--- config.mk ---
export PLATFORM = sky130hd
export DESIGN_NAME = pd_seq_ctrl
export DESIGN_NICKNAME = d
export VERILOG_FILES = /design/src/rtl/pd_seq_pkg.sv /design/src/rtl/pd_req_sync.sv /design/src/rtl/free_clk_gate.sv /design/src/rtl/wake_timer.sv /design/src/rtl/pd_seq_ctrl.sv
export SDC_FILE = /design/constraint.sdc
export NUM_CORES = 1
export LEC_CHECK = 0
export BUFFER_PORTS_ARGS = -buffer_cell sky130_fd_sc_hd__clkbuf_2
export CAP_MARGIN = 20
export CELL_PAD_IN_SITES_DETAIL_PLACEMENT = 1
export CELL_PAD_IN_SITES_GLOBAL_PLACEMENT = 1
export CORE_MARGIN = 4
export CORE_UTILIZATION = 32
export DETAILED_ROUTE_END_ITERATION = 16
export PLACE_DENSITY_LB_ADDON = 0.08
export SLEW_MARGIN = 20
export SYNTH_ARGS = -nofsm -noshare
export SYNTH_HDL_FRONTEND = slang
export SYNTH_SLANG_ARGS = --single-unit
--- constraint.sdc ---
create_clock -name clk -period 2.7 [get_ports clk]
set_clock_uncertainty 0.15 [all_clocks]
set_input_delay 0.54 -clock clk [delete_from_list [all_inputs] [get_ports clk]]
set_output_delay 0.54 -clock clk [all_outputs]
set_load 0.01 [all_outputs]
--- src/rtl/pd_seq_pkg.sv ---
package pd_seq_pkg;
  typedef enum logic [2:0] {
    ST_RUN        = 3'd0,
    ST_STOP_SYNC  = 3'd1,
    ST_STOP_ASYNC = 3'd2,
    ST_OSC_OFF    = 3'd3,
    ST_WAKE       = 3'd4
  } pd_state_t;
endpackage

--- src/rtl/pd_req_sync.sv ---
module pd_req_sync #(
  parameter int STAGES = 2
) (
  input  logic clk,
  input  logic rst,
  input  logic async_n,
  output logic req
);
  logic [STAGES-1:0] chain_q;

  always_ff @(posedge clk) begin
    if (rst) chain_q <= '1;
    else     chain_q <= {chain_q[STAGES-2:0], async_n};
  end

  assign req = ~chain_q[STAGES-1];
endmodule

--- src/rtl/free_clk_gate.sv ---
module free_clk_gate (
  input  logic clk,
  input  logic rst,
  input  logic park_req,
  input  logic lvl,
  output logic en,
  output logic parked
);
  logic en_q;

  // Enable only changes while the gated clock is low, so no pulse is cut.
  always_ff @(posedge clk) begin
    if (rst) en_q <= 1'b1;
    else if (!lvl) en_q <= ~park_req;
  end

  assign en     = en_q;
  assign parked = ~en_q;

  AST_PARK_IN_LOW: assert property (@(posedge clk) disable iff (rst)
    $fell(en_q) |-> $past(!lvl && park_req));
endmodule

--- src/rtl/wake_timer.sv ---
module wake_timer #(
  parameter int CNT_W = 16
) (
  input  logic             clk,
  input  logic             rst,
  input  logic             run,
  input  logic             tick,
  input  logic [CNT_W-1:0] limit,
  output logic             done
);
  logic [CNT_W-1:0] cnt_q;

  assign done = (cnt_q >= limit);

  always_ff @(posedge clk) begin
    if (rst || !run)      cnt_q <= '0;
    else if (tick && !done) cnt_q <= cnt_q + 1'b1;
  end

  AST_CNT_HOLD_IDLE: assert property (@(posedge clk) disable iff (rst)
    $past(!run) |-> (cnt_q == '0));
endmodule

--- src/rtl/pd_seq_ctrl.sv ---
module pd_seq_ctrl
  import pd_seq_pkg::*;
#(
  parameter int NUM_SYNC    = 5,
  parameter int NUM_FREE    = 2,
  parameter int SYNC_STAGES = 2,
  parameter int CNT_W       = 16
) (
  input  logic                clk,
  input  logic                rst,
  input  logic                pd_n,
  input  logic                cpu_fall,
  input  logic [NUM_FREE-1:0] free_lvl,
  input  logic                ref_tick,
  input  logic [CNT_W-1:0]    wake_len,
  output logic [NUM_SYNC-1:0] sync_en,
  output logic [NUM_FREE-1:0] free_en,
  output logic                osc_stop,
  output logic                vco_stop
);
  localparam logic [NUM_SYNC-1:0] SYNC_ALL = {NUM_SYNC{1'b1}};

  pd_state_t           state_q;
  logic                pd_req;
  logic                wake_done;
  logic                park_req;
  logic [NUM_FREE-1:0] free_parked;
  logic [NUM_SYNC-1:0] sync_en_q;
  logic                osc_q;
  logic                vco_q;

  pd_req_sync #(.STAGES(SYNC_STAGES)) u_sync (
    .clk(clk), .rst(rst), .async_n(pd_n), .req(pd_req)
  );

  assign park_req = (state_q != ST_RUN);

  for (genvar g = 0; g < NUM_FREE; g++) begin : g_free
    free_clk_gate u_gate (
      .clk(clk), .rst(rst), .park_req(park_req),
      .lvl(free_lvl[g]), .en(free_en[g]), .parked(free_parked[g])
    );
  end

  wake_timer #(.CNT_W(CNT_W)) u_timer (
    .clk(clk), .rst(rst), .run(state_q == ST_WAKE),
    .tick(ref_tick), .limit(wake_len), .done(wake_done)
  );

  always_ff @(posedge clk) begin
    if (rst) begin
      state_q   <= ST_RUN;
      sync_en_q <= SYNC_ALL;
      osc_q     <= 1'b0;
      vco_q     <= 1'b0;
    end else begin
      unique case (state_q)
        ST_RUN: if (pd_req) state_q <= ST_STOP_SYNC;
        ST_STOP_SYNC: if (cpu_fall) begin
          sync_en_q <= '0;
          state_q   <= ST_STOP_ASYNC;
        end
        ST_STOP_ASYNC: if (&free_parked) begin
          osc_q   <= 1'b1;
          vco_q   <= 1'b1;
          state_q <= ST_OSC_OFF;
        end
        ST_OSC_OFF: if (!pd_req) begin
          osc_q   <= 1'b0;
          vco_q   <= 1'b0;
          state_q <= ST_WAKE;
        end
        ST_WAKE: if (wake_done && cpu_fall) begin
          sync_en_q <= SYNC_ALL;
          state_q   <= ST_RUN;
        end
        default: state_q <= ST_RUN;
      endcase
    end
  end

  assign sync_en  = sync_en_q;
  assign osc_stop = osc_q;
  assign vco_stop = vco_q;

  AST_OSC_ONLY_WHEN_PARKED: assert property (@(posedge clk) disable iff (rst)
    osc_q |-> (sync_en_q == '0 && free_en == '0));
  AST_STOPS_PAIRED: assert property (@(posedge clk) disable iff (rst)
    $rose(osc_q) |-> $rose(vco_q));
  AST_SYNC_CLOSE_ON_FALL: assert property (@(posedge clk) disable iff (rst)
    $fell(sync_en_q[0]) |-> $past(cpu_fall));
  AST_SYNC_OPEN_ON_FALL: assert property (@(posedge clk) disable iff (rst)
    $rose(sync_en_q[0]) |-> $past(cpu_fall && wake_done));
  AST_NO_ABORT_SHUTDOWN: assert property (@(posedge clk) disable iff (rst)
    (state_q == ST_STOP_ASYNC) |=> (state_q == ST_STOP_ASYNC || state_q == ST_OSC_OFF));
endmodule

# ---- After elaboration in Yosys (flattened, before gate mapping)
# Index checks and enable logic that the tools add are counted.
dict set report op_classes {
  n_addsub 1
  order_cmp 1
  n_eq_ne 9
  mux 12
  bitwise 3
  reduce_logical 13
}
# cell n
set op_table {}
lappend op_table {{16-bit by 1-bit adder with 16-bit output, second input constant} 1}
lappend op_table {{16-bit >= comparator} 1}
lappend op_table {{3-bit two-way mux} 5}
lappend op_table {{3-bit case mux with 5 select lines} 1}
lappend op_table {{5-bit two-way mux} 2}
lappend op_table {{5-bit case mux with 2 select lines} 1}
lappend op_table {{2-bit != test, second input constant} 4}
lappend op_table {{3-bit by 2-bit equality test with 1-bit output, second input constant} 2}
lappend op_table {{3-bit AND reduction} 2}
lappend op_table {{5-bit AND reduction} 1}
lappend op_table {{2-bit nonzero test} 2}
lappend op_table {{3-bit by 1-bit equality test with 1-bit output, second input constant} 1}
lappend op_table {{3-bit equality test, second input constant} 1}
lappend op_table {{3-bit zero test} 1}
lappend op_table {{1-bit inverter} 3}
lappend op_table {{3-bit nonzero test} 1}
lappend op_table {{1-bit logical AND} 2}
lappend op_table {{1-bit zero test} 2}
lappend op_table {{1-bit two-way mux} 2}
lappend op_table {{2-bit by 1-bit != test with 1-bit output, second input constant} 1}
lappend op_table {{1-bit case mux with 2 select lines} 1}
lappend op_table {{2-bit AND reduction} 1}
lappend op_table {{1-bit logical OR} 1}
dict set report totals {
  reg_bits 29
  in_bits 23
  out_inout_bits 9
}

# ---- Depth between registers and ports, before layout
dict set report logic_depth {
  ltp_word 4
  ltp_mapped 9
  depth_no_buf 7
}

# ---- Hierarchy
# Synthesis repeated with hierarchy kept, for this count alone.
dict set report hier_totals {
  cells_unflattened 227
  hier_area_um2 1959.4
}
# module instances cells_per_inst area_each_um2
set modules_own_cells {}
lappend modules_own_cells {wake_timer 1 172 1445.1}
lappend modules_own_cells {pd_seq_ctrl 1 40 367.9}
lappend modules_own_cells {free_clk_gate 2 5 45.0}
lappend modules_own_cells {pd_req_sync 1 5 56.3}

# ---- Least setup slack after synthesis
# Ideal clock, no wire load.
dict set report synth_timing {
  path_type {input -> register}
  from {input port wake_len[13]}
  to {register u_timer.cnt_q[5]}
  setup_ns 0.118
  arrival_time_ns 2.270
  setup_slack_ns 0.162
  stages 8
  n_path_buf 1
  path_cell_list {inv_1 > ha_1 > a211oi_2 > o21ai_1 > or3_1 > buf_2 > or4_4 > mux2i_1}
}
dict set report synth_via {
  elab_chain_len 3
}
# element line_no
set synth_rtl {}
lappend synth_rtl {{start, declared} pd_seq_ctrl.sv:15} ;# input logic [CNT_W-1:0] wake_len,
lappend synth_rtl {{16-bit >= comparator} wake_timer.sv:13} ;# assign done = (cnt_q >= limit);
lappend synth_rtl {{1-bit zero test} wake_timer.sv:17} ;# else if (tick && !done) cnt_q <= cnt_q + 1'b1;
lappend synth_rtl {{1-bit logical AND} wake_timer.sv:17}
lappend synth_rtl {{end signal, assigned} wake_timer.sv:17}
lappend synth_rtl {{end, declared} wake_timer.sv:11} ;# logic [CNT_W-1:0] cnt_q;
# No other way between the ends.
# A chain may end at the register's enable or synchronous reset.

# ---- Final worst setup path
dict set report layout_timing {
  from {register u_timer.cnt_q[0]}
  to {register u_timer.cnt_q[5]}
}
dict set report layout_via {
  elab_chain_len 3
  elab_cells_between_ends 4
}
# element line_no
set layout_rtl {}
lappend layout_rtl {{16-bit >= comparator} wake_timer.sv:13}
lappend layout_rtl {{1-bit zero test} wake_timer.sv:17}
lappend layout_rtl {{1-bit logical AND} wake_timer.sv:17}
# Parallel ways exist; a longest one is shown, timed or not.

==> impl_metrics.toml <==
[outcome]
status = "completed"

[logic_synthesis]
synthDistinctLibCells = 43
synth_seq_area_share_pct = 29.3
syn_inst = 210
ys_seq_elements = 25
ys_warn_count = 0
async_reset_ff_share_pct = 0
syn-num-nets = 250
synth_edf_count = 0
synth_ff_type = "dfxtp_1"
syn_avg_cell_area_um2 = 8.13
netlist_area_um2 = 1710

[global_route]
track_usage_pct = 14.8
overflow = 0
grt_pass1_vias = 1557
antenna_found_initial = 0
grt_pass1_wl_mm = 7.56
grt_start_max_net_pins = 19

[critical_path]
end_kind = "register"
startpoint_type = "register"
critPathKind = "reg2reg"
crit_fanout = 8
arrival_ns = 2.56
required_ns = 2.72

[power_and_ir_drop]
power_mw = 0.687
p_switching_mw = 0.168
ir_worst_vdd_v = 0.000194
p_int_mw = 0.520
sw_frac_of_total_pct = 24.4
power_density_nw_per_um2 = 352
power.share.clock_pct = 32.5
p_leak_nw = 0.890
pwr-share-comb_pct = 11.6
power_frac_seq_pct = 55.9

[flow_run]
drv_cap = 0

[timing]
maxSlewViolCount = 0
setup_ws_ns = 0.159
min_period_over_period_pct = 94.1
setup_tns_ns = 0
max_freq_ghz = 0.394
rsz0062_at_grt = "false"
slew_headroom_pct = 65.0
setup_violations = 0
finalCriticalPeriod_ns = 2.54
hold_violations = 0
tightest_slew_ns = 0.525

[placed_design]
place_ws_ns = -0.0437
dp_hpwl_mm = 3.66
io_buffers = 31
place_congestion = 0.791
dpl_cell_area_um2 = 1900

[clocking]
cts_tree = "built"
h-tree-depth = 1
cts_root_buf = "clkbuf_8"
cts_resized = 0
cts_hold_buf = 0
post-cts-setup-buffers = 0
cts_inserted_buffers = 3
cts.path.max_buffers = 2
clk_latency_ns = 0.27
clock_sinks = 25
path_clk_slew_ns = 0.09

[floorplanning]
rows = 26
fp.dieArea_um2 = 6570
core_um2 = 5140
die_x_um = 81.0
ios = 32
initial_utilization_pct = 33.2
die_h_um = 81.0

[layout]
fin_area_um2 = 1950
antennaDiodeCount = 0
final_cell_mix = "clkbuf_2 (31), dfxtp_1 (25), inv_1 (20), ha_1 (17), nand2_1 (16)"
nNetsFinal = 276
drive_gt1_share_pct = 20.4
area_growth_pct = 14.5
layout_commonest_cell = "clkbuf_2"
fin_util_pct = 38.0
nFillCells = 667

[detailed_routing]
route.detailed.drc = 0
drtAntennaViolNets = 0
wl_per_cell_um = 14.7
wl_mm = 4.50
vias = 1567
avgViaCountPerCell = 5.14
first_pass_iters = 4
drt_iter0_drc = 43

[worst_hold_path]
hold_path_class = "reg2reg"
-- worst max-delay path, stage by stage (launching register included) --
cell and delay (ns):
dfxtp_1 0.37, inv_1 0.09, ha_1 0.27, nand2b_1 0.15, a2111oi_2 0.46, o32ai_2 0.24, or4_4 0.57, mux2i_1 0.13
-- final cells by class --
type	instances	area (um^2)	area share [%]
multi-input cells	149	1050	53.5
flip-flops and latches	25	500	25.6
repair buffers	37	200	10.2
well taps	70	87.6	4.48
inverters	20	75.1	3.84
clock buffers	4	45.0	2.30
-- metrics by stage --
step                instances  hold WS [ns]
CTS                       305         0.271
floorplan                 210         0.239
detailed placement        301         0.249
finish                    305         0.268
global placement          301         0.247
global route              305         0.290
-- routing by layer --
metal	share of wire [%]	routed length [um]	GRT usage (%)	vias up
li1	-	-	-	806
met1	47	2100	18.9	735
met2	49	2230	25.9	22
met3	3.0	137	2.77	4
met4	0.67	30	2.70	0
met5	0	0	0	-
-- flip-flops by register name (all words and copies together), names as in the netlist --
register,count
u_sync.chain_q,2
u_timer.cnt_q,16
sync_en,1
vco_stop,1
g_free.u_gate.en,2
state_q,3
-- power by group through the flow --
stage          combinational [mW]  clock (mW)  sequential, mW
2_1_floorplan              0.0553           0           0.390
5_1_grt                    0.0911       0.252           0.386
3_5_place_dp               0.0801           0           0.393
4_1_cts                    0.0807       0.242           0.384
3_3_place_gp               0.0766           0           0.392
6_report                   0.0798       0.223           0.384
-- Yosys cell counts (5+ instances only) --
master	n	share of area, %
ha_1	17	12
inv_1	20	4.4
nand2b_1	9	3.3
nor2_1	10	2.2
nand4_1	9	3.3
nand3_1	9	2.6
o21ai_0	5	1.5
buf_4	7	3.1
buf_2	5	1.5
nor3_1	6	1.8
mux2i_1	7	4.1
dfxtp_1	25	29
nand2_1	16	3.5
a21oi_1	11	3.2
-- path summary, 6_finish.rpt --
path         cells after the start                             to  slack, ns                           from
min                              1   u_sync.chain_q[1]$_SDFF_PP1_       0.27   u_sync.chain_q[0]$_SDFF_PP1_
max reg2reg                      7  u_timer.cnt_q[5]$_SDFFE_PP0P_       0.16  u_timer.cnt_q[0]$_SDFFE_PP0P_
min reg2reg                      1   u_sync.chain_q[1]$_SDFF_PP1_       0.27   u_sync.chain_q[0]$_SDFF_PP1_
max                              7  u_timer.cnt_q[5]$_SDFFE_PP0P_       0.16  u_timer.cnt_q[0]$_SDFFE_PP0P_
-- cell families (layout without fill, tap and decap cells) --
| family | after synthesis | in the layout | synth area share [%] |
|---|---|---|---|
| buffers and inverters | 36 | 61 | 9.82 |
| adders and majority gates | 17 | 17 | 12.5 |
| AOI/OAI and AO/OA | 44 | 44 | 18.3 |
| DFF | 25 | 25 | 29.3 |
| and+or+nand+nor | 81 | 81 | 26.0 |
| muxes | 7 | 7 | 4.11 |
Note: power is estimated with default switching activity, not from simulation.
